[config.mk]
export PLATFORM = sky130hd
export DESIGN_NAME = dac_vol_loader
export DESIGN_NICKNAME = d
export VERILOG_FILES = /design/src/rtl/dvl_pkg.sv /design/src/rtl/dvl_tick.sv /design/src/rtl/dvl_pack.sv /design/src/rtl/dac_vol_loader.sv
export SDC_FILE = /design/constraint.sdc
export NUM_CORES = 1
export LEC_CHECK = 0
export ABC_AREA = 1
export BUFFER_PORTS_ARGS = -buffer_cell sky130_fd_sc_hd__buf_2
export CORE_ASPECT_RATIO = 0.9
export CORE_MARGIN = 2
export CORE_UTILIZATION = 45
export DETAILED_ROUTE_END_ITERATION = 8
export PLACE_DENSITY = 0.76
export SYNTH_ARGS = -nofsm -noshare
export SYNTH_HDL_FRONTEND = slang
export SYNTH_SLANG_ARGS = --single-unit
[constraint.sdc]
create_clock -name clk -period 3.3 [get_ports clk]
set_clock_uncertainty 0.1 [all_clocks]
set_input_delay 0.33 -clock clk [delete_from_list [all_inputs] [get_ports clk]]
set_output_delay 0.33 -clock clk [all_outputs]
set_load 0.05 [all_outputs]
[src/rtl/dvl_pkg.sv]
package dvl_pkg;
    localparam int WORD_W    = 16;
    localparam int VOL_W     = 14;
    localparam int VOL_B_W   = 10;
    localparam int CH_POS_A  = 1;
    localparam int CH_POS_B  = 10;
    localparam int BITCNT_W  = $clog2(WORD_W);

    typedef enum logic [2:0] {
        S_IDLE,
        S_BIT_LO,
        S_BIT_HI,
        S_LATCH,
        S_GAP
    } seq_state_t;
endpackage

[src/rtl/dvl_tick.sv]
module dvl_tick #(
    parameter int HALF_CYC = 200
) (
    input  logic clk,
    input  logic rst_n,
    input  logic run_i,
    output logic tick_o
);
    localparam int CNT_W = (HALF_CYC > 2) ? $clog2(HALF_CYC) : 1;
    localparam logic [CNT_W-1:0] LAST = CNT_W'(HALF_CYC - 1);

    logic [CNT_W-1:0] cnt_q;

    always_ff @(posedge clk) begin
        if (!rst_n || !run_i) begin
            cnt_q <= '0;
        end else if (cnt_q == LAST) begin
            cnt_q <= '0;
        end else begin
            cnt_q <= cnt_q + 1'b1;
        end
    end

    assign tick_o = run_i && (cnt_q == LAST);

    // a phase never shrinks to a single clock
    p_tick_gap_r7: assert property (@(posedge clk) disable iff (!rst_n)
        tick_o |=> !tick_o);
endmodule

[src/rtl/dvl_pack.sv]
module dvl_pack
    import dvl_pkg::*;
(
    input  logic [VOL_W-1:0]  vol_i,
    input  logic              chan_i,
    input  logic              sel_i,
    output logic [WORD_W-1:0] word_o
);
    always_comb begin
        word_o = '0;
        if (!sel_i) begin
            word_o[WORD_W-1:CH_POS_A+1] = vol_i[WORD_W-CH_POS_A-2:0];
            word_o[CH_POS_A]            = chan_i;
        end else begin
            word_o[VOL_B_W-1:0] = vol_i[VOL_B_W-1:0];
            word_o[CH_POS_B]    = chan_i;
        end
    end
endmodule

[src/rtl/dac_vol_loader.sv]
module dac_vol_loader
    import dvl_pkg::*;
#(
    parameter int HALF_CYC = 200
) (
    input  logic             clk,
    input  logic             rst_n,
    input  logic             start_i,
    input  logic [VOL_W-1:0] vol_left_i,
    input  logic [VOL_W-1:0] vol_right_i,
    input  logic             dac_sel_i,
    output logic             sdata_o,
    output logic             sclk_o,
    output logic             slatch_o,
    output logic             busy_o
);
    localparam logic [BITCNT_W-1:0] LAST_BIT = BITCNT_W'(WORD_W - 1);

    seq_state_t          state_q, state_d;
    logic [WORD_W-1:0]   shreg_q;
    logic [BITCNT_W-1:0] bit_cnt_q;
    logic                lat_ph_q;
    logic                chan_q;
    logic [VOL_W-1:0]    vol_r_q;
    logic                sel_q;
    logic                tick;
    logic [WORD_W-1:0]   word_l, word_r;

    dvl_tick #(.HALF_CYC(HALF_CYC)) u_tick (
        .clk    (clk),
        .rst_n  (rst_n),
        .run_i  (state_q != S_IDLE),
        .tick_o (tick)
    );

    dvl_pack u_pack_l (.vol_i(vol_left_i), .chan_i(1'b0), .sel_i(dac_sel_i), .word_o(word_l));
    dvl_pack u_pack_r (.vol_i(vol_r_q),    .chan_i(1'b1), .sel_i(sel_q),     .word_o(word_r));

    // next state
    always_comb begin
        state_d = state_q;
        unique case (state_q)
            S_IDLE:   if (start_i) state_d = S_BIT_LO;
            S_BIT_LO: if (tick) state_d = S_BIT_HI;
            S_BIT_HI: if (tick) state_d = (bit_cnt_q == '0) ? S_LATCH : S_BIT_LO;
            S_LATCH:  if (tick && lat_ph_q) state_d = S_GAP;
            S_GAP:    if (tick) state_d = chan_q ? S_IDLE : S_BIT_LO;
            default:  state_d = S_IDLE;
        endcase
    end

    // state register
    always_ff @(posedge clk) begin
        if (!rst_n) state_q <= S_IDLE;
        else        state_q <= state_d;
    end

    // datapath
    always_ff @(posedge clk) begin
        if (!rst_n) begin
            shreg_q   <= '0;
            bit_cnt_q <= '0;
            lat_ph_q  <= 1'b0;
            chan_q    <= 1'b0;
            vol_r_q   <= '0;
            sel_q     <= 1'b0;
        end else begin
            unique case (state_q)
                S_IDLE: if (start_i) begin
                    shreg_q   <= word_l;
                    bit_cnt_q <= LAST_BIT;
                    chan_q    <= 1'b0;
                    lat_ph_q  <= 1'b0;
                    vol_r_q   <= vol_right_i;
                    sel_q     <= dac_sel_i;
                end
                S_BIT_HI: if (tick && bit_cnt_q != '0) begin
                    shreg_q   <= {shreg_q[WORD_W-2:0], 1'b0};
                    bit_cnt_q <= bit_cnt_q - 1'b1;
                end
                S_LATCH: if (tick) lat_ph_q <= ~lat_ph_q;
                S_GAP: if (tick && !chan_q) begin
                    shreg_q   <= word_r;
                    bit_cnt_q <= LAST_BIT;
                    chan_q    <= 1'b1;
                end
                default: ;
            endcase
        end
    end

    // outputs
    always_comb begin
        sdata_o  = 1'b0;
        sclk_o   = 1'b0;
        slatch_o = 1'b0;
        busy_o   = 1'b1;
        unique case (state_q)
            S_IDLE:   busy_o = 1'b0;
            S_BIT_LO: sdata_o = shreg_q[WORD_W-1];
            S_BIT_HI: begin
                sdata_o = shreg_q[WORD_W-1];
                sclk_o  = 1'b1;
            end
            S_LATCH:  slatch_o = 1'b1;
            S_GAP:    ;
            default:  busy_o = 1'b0;
        endcase
    end

    // latch and clock never overlap
    p_no_overlap_r3: assert property (@(posedge clk) disable iff (!rst_n)
        !(sclk_o && slatch_o));
    // data steady while clock high
    p_data_hold_r2: assert property (@(posedge clk) disable iff (!rst_n)
        (sclk_o && $past(sclk_o)) |-> $stable(sdata_o));
    // latch only rises after the final bit
    p_latch_after_last_r3: assert property (@(posedge clk) disable iff (!rst_n)
        $rose(slatch_o) |-> (bit_cnt_q == '0));
    // a start while busy does not retake the settings
    p_start_ignored_r9: assert property (@(posedge clk) disable iff (!rst_n)
        (busy_o && start_i) |=> ($stable(vol_r_q) && $stable(sel_q)));
    // busy ends only after the right word, latch already low
    p_busy_end_r8: assert property (@(posedge clk) disable iff (!rst_n)
        $fell(busy_o) |-> ($past(chan_q) && !slatch_o));
endmodule

After elaboration in Yosys (flattened, before gate mapping)

Cells that the tools add are included.
W data, S select, Z words.

ROM bits: 0
Input port bits: 32
Latch bits: 0
Output and inout port bits: 4
Memories: 0
Bits in registers: 48
RAM bits: 0

Order comparisons: 0
Shift-type cells: 0
Multiplexer cells: 31
Reduce and logical (&&, ||, !) cells: 23
Multiply operators: 0
$add $sub $neg: 2
Eq/ne operators: 13
Div/mod/pow operators: 0
Bitwise operators: 1

Operators by type and width:

| kind                  | number |
|---|---|
| $mux W16              | 3 |
| $pmux W16 S3          | 1 |
| $mux W10              | 2 |
| $ne A2 B2 Y1 const B  | 8 |
| $mux W3               | 5 |
| $pmux W3 S5           | 1 |
| $mux W4               | 3 |
| $pmux W4 S3           | 1 |
| $mux W1               | 10 |
| $mux W5               | 2 |
| $add A8 B1 Y8 const B | 1 |
| $eq A8 B8 Y1 const B  | 1 |
| $eq A3 B2 Y1 const B  | 2 |
| $reduce_and A3 Y1     | 2 |
| $reduce_bool A3 Y1    | 2 |
| $reduce_and A5 Y1     | 1 |
| $logic_and A1 B1 Y1   | 4 |
| $logic_not A4 Y1      | 1 |
| $pmux W1 S2           | 2 |
| $reduce_and A4 Y1     | 1 |
| $reduce_bool A2 Y1    | 2 |
| $reduce_bool A4 Y1    | 1 |
| $reduce_or A2 Y1      | 2 |
| $reduce_or A4 Y1      | 1 |
| 9 further kinds       | 11 |

Depth between registers and ports, before layout

Gate-level depths: netlist of the first run.

Word-level depth: 5
Gate-level depth with buffers: 12

Cells and area by module

A second synthesis of the first run with hierarchy kept.

Cell total of the unflattened synthesis: 523
Area total of the unflattened synthesis: 3,119.2 um^2

Modules (own cells, without submodules):

| module         | cells each | area each (um^2) | seq. area each (um^2) | instances |
|---|---|---|---|---|
| dac_vol_loader | 368        | 2,288.4          | 800.8                 | 1 |
| dvl_tick       | 65         | 455.4            | 160.2                 | 1 |
| dvl_pack       | 45         | 187.7            | 0.0                   | 2 |

Worst setup path before layout of the first run

No wires, ideal clock.

Path type: register to output
Start point: register state_q[0]
End point: output sdata_o
Required time: 2.870 ns
Arrival: 1.728 ns
Cell stages (with the launch flop): 3
Slack: 1.142 ns
Cell sequence: dfxtp_1 > nand3_1 > a21boi_0

Cells in the longest elaborated chain, start to end: 3
Elaborated cells on any way between the ends: 4

Ends and longest elaborated chain:

| what                                                | RTL line             | RTL |
|---|---|---|
| start: declaration                                  | dac_vol_loader.sv:19 | `seq_state_t state_q, state_d;` |
| start signal: assignment                            | dac_vol_loader.sv:55 | `else state_q <= state_d;` |
| $eq A3 B2 Y1 / $eq A3 B1 Y1 (equally long branches) | dac_vol_loader.sv:98 | `unique case (state_q)` |
| $reduce_or A2 Y1 (no line) *                        | n/a                  |  |
| $mux W1 *                                           | dac_vol_loader.sv:98 |  |
| end: declaration                                    | dac_vol_loader.sv:12 | `output logic sdata_o,` |

Mark *: on every way between the ends. The rest lies on a longest branch, timed or not.

Worst setup path after layout of the first run

Start point: register state_q[2]
End point: output sclk_o

Cells in the longest elaborated chain, start to end: 2

Ends and longest elaborated chain:

| what             | RTL line             | RTL |
|---|---|---|
| $eq A3 B2 Y1     | dac_vol_loader.sv:98 |  |
| $mux W1          | dac_vol_loader.sv:98 |  |
| end: declaration | dac_vol_loader.sv:13 | `output logic sclk_o,` |

No other way between the ends.

==> flow_metrics.tcl, run 1 <==
set metrics [dict create \
    cp_slowest_cell "dfxtp_1" \
    ctsHtreeMaxLevel 2 \
    grt_max_degree 33 \
    diodes 0 \
    syn-num-nets 449 \
    drc_errors 0 \
    min_path_type "in2reg" \
    path_max_fanout 17 \
    critPathBufInv 2 \
    yosysWarnings 0 \
    setup_tns_ps 0 \
    antenna_found_initial 0 \
    r2r_slack_ps 1360 \
    slew-limit-headroom 0.559 \
    maxSlewViolCount 0 \
    hold_viol_final 0 \
    grt.total_usage 0.193 \
    dr.pass1.iters 4 \
    grt_pass1_vias 2387 \
    cp_cell_sequence "inv_2, nand2_1, nor2_4, buf_2" \
    dr.first_iter.drc_count 195 \
    end_kind "output pin" \
    max_cap_viol_count 0 \
    cts-resized-gates 0 \
    dp.cells 503 \
    syn2layout_area_growth_pct 9.54 \
    synthCells 414 \
    finalCritPeriodShare 0.636 \
    postCtsHoldBufs 0 \
    rows 26 \
    vias 2590 \
    initial_utilization 0.474 \
    finalSetupViolCount 0 \
    power_density_nw_per_um2 941 \
    worst_slew_pin_slew_ps 659 \
    postCtsSetupBuffers 0 \
    arrival_ps 1670 \
    overflow 0 \
    clock_latency_ps 310 \
    p_leak_nw 1.32 \
    setup.worst_path.start_class "flop" \
    ys_seq_area_frac 0.352 \
    rsz0062_at_grt "no" \
    status "complete, no violations" \
    ys_ff_latch 48 \
    dieHeight_um 77.9 \
    stdcell_count 511 \
    critical_path_class "reg2out" \
    die-area_um2 6700 \
    numCtsBuffers 5 \
    cp_top_family "simple AND/OR/NAND/NOR gates" \
    portBuffers 35 \
    via_per_inst 5.07 \
    path_clk_slew_ps 90 \
    numClockSinks 48 \
    wirelength_mm 6.05 \
    wl_per_cell_um 11.8 \
    dp_hpwl_mm 4.39 \
    die-width_um 86.1 \
    drive_gt1_frac 0.186 \
    cts_root_buf "clkbuf_8" \
    io_pins 36 \
    avgSynthCellArea_um2 6.59 \
    ant_nets 0 \
    holdWs_ps 183 \
    synthDistinctLibCells 36 \
    grt_pass1_wl_mm 10.6 \
    min_period_ps 2100 \
    fmax_mhz 476 \
    syn_area_um2 2730 \
    cts_buffer_depth 2 \
    routabilityCongestion 0.801 \
    finalNetCount 475 \
    cts_tree "yes" \
    irDropWorstVdd_uv 764 \
    cp_data_required_time_ps 2870 \
    slowest_delay_ps 370 \
    core_um2 5760 \
]
==> tightest hold or removal path: stages <==
cell and delay, ps:
buf_2 100, nand3_1 70, a21oi_1 60
==> where the power goes <==
group	total [mW]	internal, mW	switching, mW
registers	0.914	0.773	0.140
logic	1.52	0.480	1.04
clock network	0.378	0.170	0.208
total	2.81	1.42	1.39
==> cell families (layout without fill, tap and decap cells) <==
kind of cell	count (synthesis)	after routing	share of synthesized area
AOI/OAI and AO/OA	65	65	0.127
and+or+nand+nor	246	246	0.413
DFF	48	48	0.352
adders and majority gates	3	3	0.0138
xor gates and xnor gates	4	4	0.0128
buffers and inverters	48	75	0.0812
==> through the flow <==
stage          instance area (um^2)  power [mW]  worst slack, ps   util
2_1_floorplan                  2730        2.24             1140      -
6_report                       2990        2.81             1200  0.519
3_3_place_gp                   2890        2.40             1390  0.502
5_1_grt                        2990        3.08             1130  0.519
4_1_cts                        2990        2.82             1200  0.519
3_5_place_dp                   2890        2.44             1360  0.502
==> sequential cells by signal, indices dropped and copies added, names as in the netlist <==
signal / cells
bit_cnt_q: 4
chan_q: 1
lat_ph_q: 1
state_q: 3
vol_r_q: 14
u_tick.cnt_q: 8
sel_q: 1
shreg_q: 16
==> cells in the final DEF, fill, tap and decap left out, types with 2 or more instances in the layout <==
cell | Yosys | final
clkinvlp_4 | 0 | 2
nor2_1 | 63 | 63
clkbuf_8 | 0 | 6
a21oi_1 | 30 | 30
ha_1 | 3 | 3
xor2_1 | 3 | 3
nand2_2 | 4 | 4
nand3_1 | 31 | 31
nand2_4 | 2 | 2
inv_1 | 25 | 25
dfxtp_1 | 48 | 48
nor2_2 | 17 | 17
nor2_4 | 4 | 4
o21ai_0 | 29 | 29
inv_2 | 5 | 5
buf_2 | 4 | 35
nand2_1 | 117 | 117
==> layout make-up <==
class / instances / area (um^2)
Fill cell: 602 / 2770
Sequential cell: 48 / 961
Timing Repair Buffer: 35 / 175
Tap cell: 70 / 87.6
Inverter: 32 / 121
Clock buffer: 6 / 82.6
Clock inverter: 2 / 15.0
Multi-Input combinational cell: 318 / 1550
==> path summary, 6_finish.rpt <==
kind                                   endpoint             from  cells after the start
worst max register to register       vol_r_q[5]       state_q[0]                      6
worst min-delay path                 vol_r_q[8]   vol_right_i[8]                      3
worst min register to register  u_tick.cnt_q[0]  u_tick.cnt_q[0]                      1
worst max-delay path                     sclk_o       state_q[2]                      4
==> cell usage after synthesis, drive strengths merged <==
library cell / instances / share of area
a21boi: 1 / 0.0028
dfxtp: 48 / 0.35
nand3: 33 / 0.067
o22ai: 1 / 0.0023
buf: 11 / 0.030
xor2: 3 / 0.0096
nand2: 124 / 0.19
nor2: 85 / 0.15
a21oi: 31 / 0.061
clkinv: 2 / 0.0032
nand4: 1 / 0.0023
o21a: 1 / 0.0028
a31oi: 1 / 0.0023
inv: 30 / 0.041
xnor2: 1 / 0.0032
o211ai: 1 / 0.0028
nor3: 2 / 0.0055
clkbuf: 5 / 0.0069
o21ai: 29 / 0.053
ha: 3 / 0.014
nand3b: 1 / 0.0028
==> layer usage <==
layer  up-vias  routed length (um)  track usage
met4         0                  93       0.0524
met3        10                 260       0.0319
met1      1162                2800        0.254
met5         -                   0            0
met2        53                2900        0.323
li1       1365                   -            -
Note: power is estimated with default switching activity, not from simulation.
==> inputs of run 2 (changes only) <==
==> constraint.sdc (replaced) <==
create_clock -name clk -period 2.05 [get_ports clk]
set_clock_uncertainty 0.1 [all_clocks]
set_input_delay 0.205 -clock clk [delete_from_list [all_inputs] [get_ports clk]]
set_output_delay 0.205 -clock clk [all_outputs]
set_load 0.05 [all_outputs]
==> run 2 against run 1 <==
Net effect: global-route usage rose by 0.37 points; clock power is 57% higher; final cell count increased by 1.6%; core utilization grew 1.4 points; first-iteration DRC count increased by 6.7%; combinational power increased by 80%.
==> flow_metrics.tcl, run 2 (synthesis gave the netlist of run 1 again) <==
set metrics [dict create \
    cts_root_buf "clkbuf_8" \
    vias 2656 \
    via_per_inst 5.12 \
    finalSetupViolCount 0 \
    holdPathStages 3 \
    final_area_um2 3070 \
    largest_reg_flops 16 \
    top_regs "shreg_q (16), vol_r_q (14), u_tick.cnt_q (8)" \
    p_leak_nw 1.37 \
    worst_slew_pin_slew_ps 497 \
    grt_pass1_wl_mm 10.7 \
    cp_data_required_time_ps 2190 \
    hold_viol_final 0 \
    finalNetCount 483 \
    grt_pass1_vias 2421 \
    antenna_found_initial 0 \
    status "complete, no violations" \
    rsz0062_at_grt "no" \
    numCtsBuffers 5 \
    wirelength_mm 6.45 \
    portBuffers 35 \
    cts-resized-gates 0 \
    core_um2 5760 \
    path_max_fanout 18 \
    io_pins 36 \
    r2r-end "shreg_q[11]" \
    drive_gt1_frac 0.200 \
    wl_per_cell_um 12.4 \
    arrival_ps 2100 \
    cts_buffer_depth 2 \
    cp_cell_sequence "ha_1, nand2_2, clkinv_2, nand2_1, nor2_4, nand2_4, nand2_8, inv_2, nor2_8, buf_12, nor2_2, nor2_1" \
    hold_end "vol_r_q[9]" \
    cp_slowest_cell "dfxtp_1" \
    critical_path_class "reg2reg" \
    syn2layout_area_growth_pct 12.5 \
    setup.worst_path.start_class "flop" \
    ant_nets 0 \
    dr.first_iter.drc_count 208 \
    r2r_slack_ps 90 \
    drc_errors 0 \
    routabilityCongestion 0.846 \
    dp_hpwl_mm 4.49 \
    dieHeight_um 77.9 \
    slowest_delay_ps 390 \
    worstRegToRegCells 12 \
    critPathBufInv 3 \
    diodes 0 \
    holdWs_ps 53.7 \
    dr.pass1.iters 4 \
    ctsHtreeMaxLevel 2 \
    cts_tree "yes" \
    place_area_um2 2910 \
    slew-limit-headroom 0.668 \
    overflow 0 \
    min_path_type "in2reg" \
    r2r-start "u_tick.cnt_q[0]" \
    mostFrequentLayoutCell "nand2_1" \
    fill_cells 582 \
    path_clk_slew_ps 100 \
    min_period_ps 1960 \
    irDropWorstVdd_uv 1340 \
    clock_latency_ps 310 \
    setup_tns_ps 0 \
    power_density_nw_per_um2 1560 \
    min_from "vol_right_i[9]" \
    max_cap_viol_count 0 \
    die-area_um2 6700 \
    rows 26 \
    numClockSinks 48 \
    die-width_um 86.1 \
    final_cell_mix "nand2_1, nor2_1, dfxtp_1" \
    grt.total_usage 0.196 \
    end_kind "flop" \
    finalCritPeriodShare 0.958 \
    utilization 0.533 \
    cp_top_family "simple AND/OR/NAND/NOR gates" \
    initial_utilization 0.474 \
    fmax_mhz 509 \
    postCtsHoldBufs 0 \
    grt_max_degree 25 \
    regMostFlops "shreg_q" \
    maxSlewViolCount 0 \
]
==> run 2: cell types whose count changed in the layout (fill, tap and decap cells not counted) <==
cell      previous run  this run
clkbuf_8             6         5
buf_4                0         6
buf_12               0         2
clkinv_4             0         1
==> run 2: timing repair <==
item,CTS,global route
hold endpoints to repair,0,0
endpoints found under the setup margin,0,5
buffers inserted,0,6
==> run 2: area by class of cell <==
cell class                 count  area [um^2]  share of cell area
clock buffer                   5         68.8              0.0224
clock inverter                 3         23.8             0.00775
inverter                      32          121              0.0396
multi-input combinational    318         1550               0.504
sequential                    48          961               0.313
tap                           70         87.6              0.0285
timing repair buffer          43          260              0.0848
==> run 2: worst max path at each step <==
stage / from / endpoint / cells after the start
3_5_place_dp: u_tick.cnt_q[0] / shreg_q[4] / 11
5_1_grt: u_tick.cnt_q[0] / shreg_q[11] / 12
2_1_floorplan: state_q[0] / sdata_o / 2
4_1_cts: state_q[2] / sclk_o / 4
6_report: u_tick.cnt_q[0] / shreg_q[11] / 12
3_3_place_gp: u_tick.cnt_q[0] / shreg_q[7] / 11
==> run 2: tightest hold or removal path, cell delays in order <==
cell and delay (ps):
buf_2 100, nand3_1 70, a21oi_1 60
==> run 2: per-stage QoR <==
stage / std cells / setup WS (ps) / power [mW]
floorplan: 414 / 17.4 / 3.61
global placement: 505 / 263 / 3.89
detailed placement: 505 / 170 / 3.96
CTS: 513 / 77.3 / 4.55
global route: 519 / 0.557 / 5.19
finish: 519 / 86.1 / 4.79
==> run 2: power by group <==
part | leakage [nW] | total (mW) | switching [mW] | internal (mW)
Sequential | 0.395 | 1.47 | 0.225 | 1.24
Clock | 0.0404 | 0.592 | 0.350 | 0.242
Combinational | 0.933 | 2.73 | 1.76 | 0.970
Total | 1.37 | 4.79 | 2.33 | 2.46
==> run 2: routing by layer <==
layer  track usage  vias to the layer above  part of all wire
met3        0.0309                       13             0.050
met1         0.261                     1189              0.46
li1              -                     1375                 -
met4        0.0730                        0             0.020
met2         0.319                       79              0.47
met5             0                        -                 0
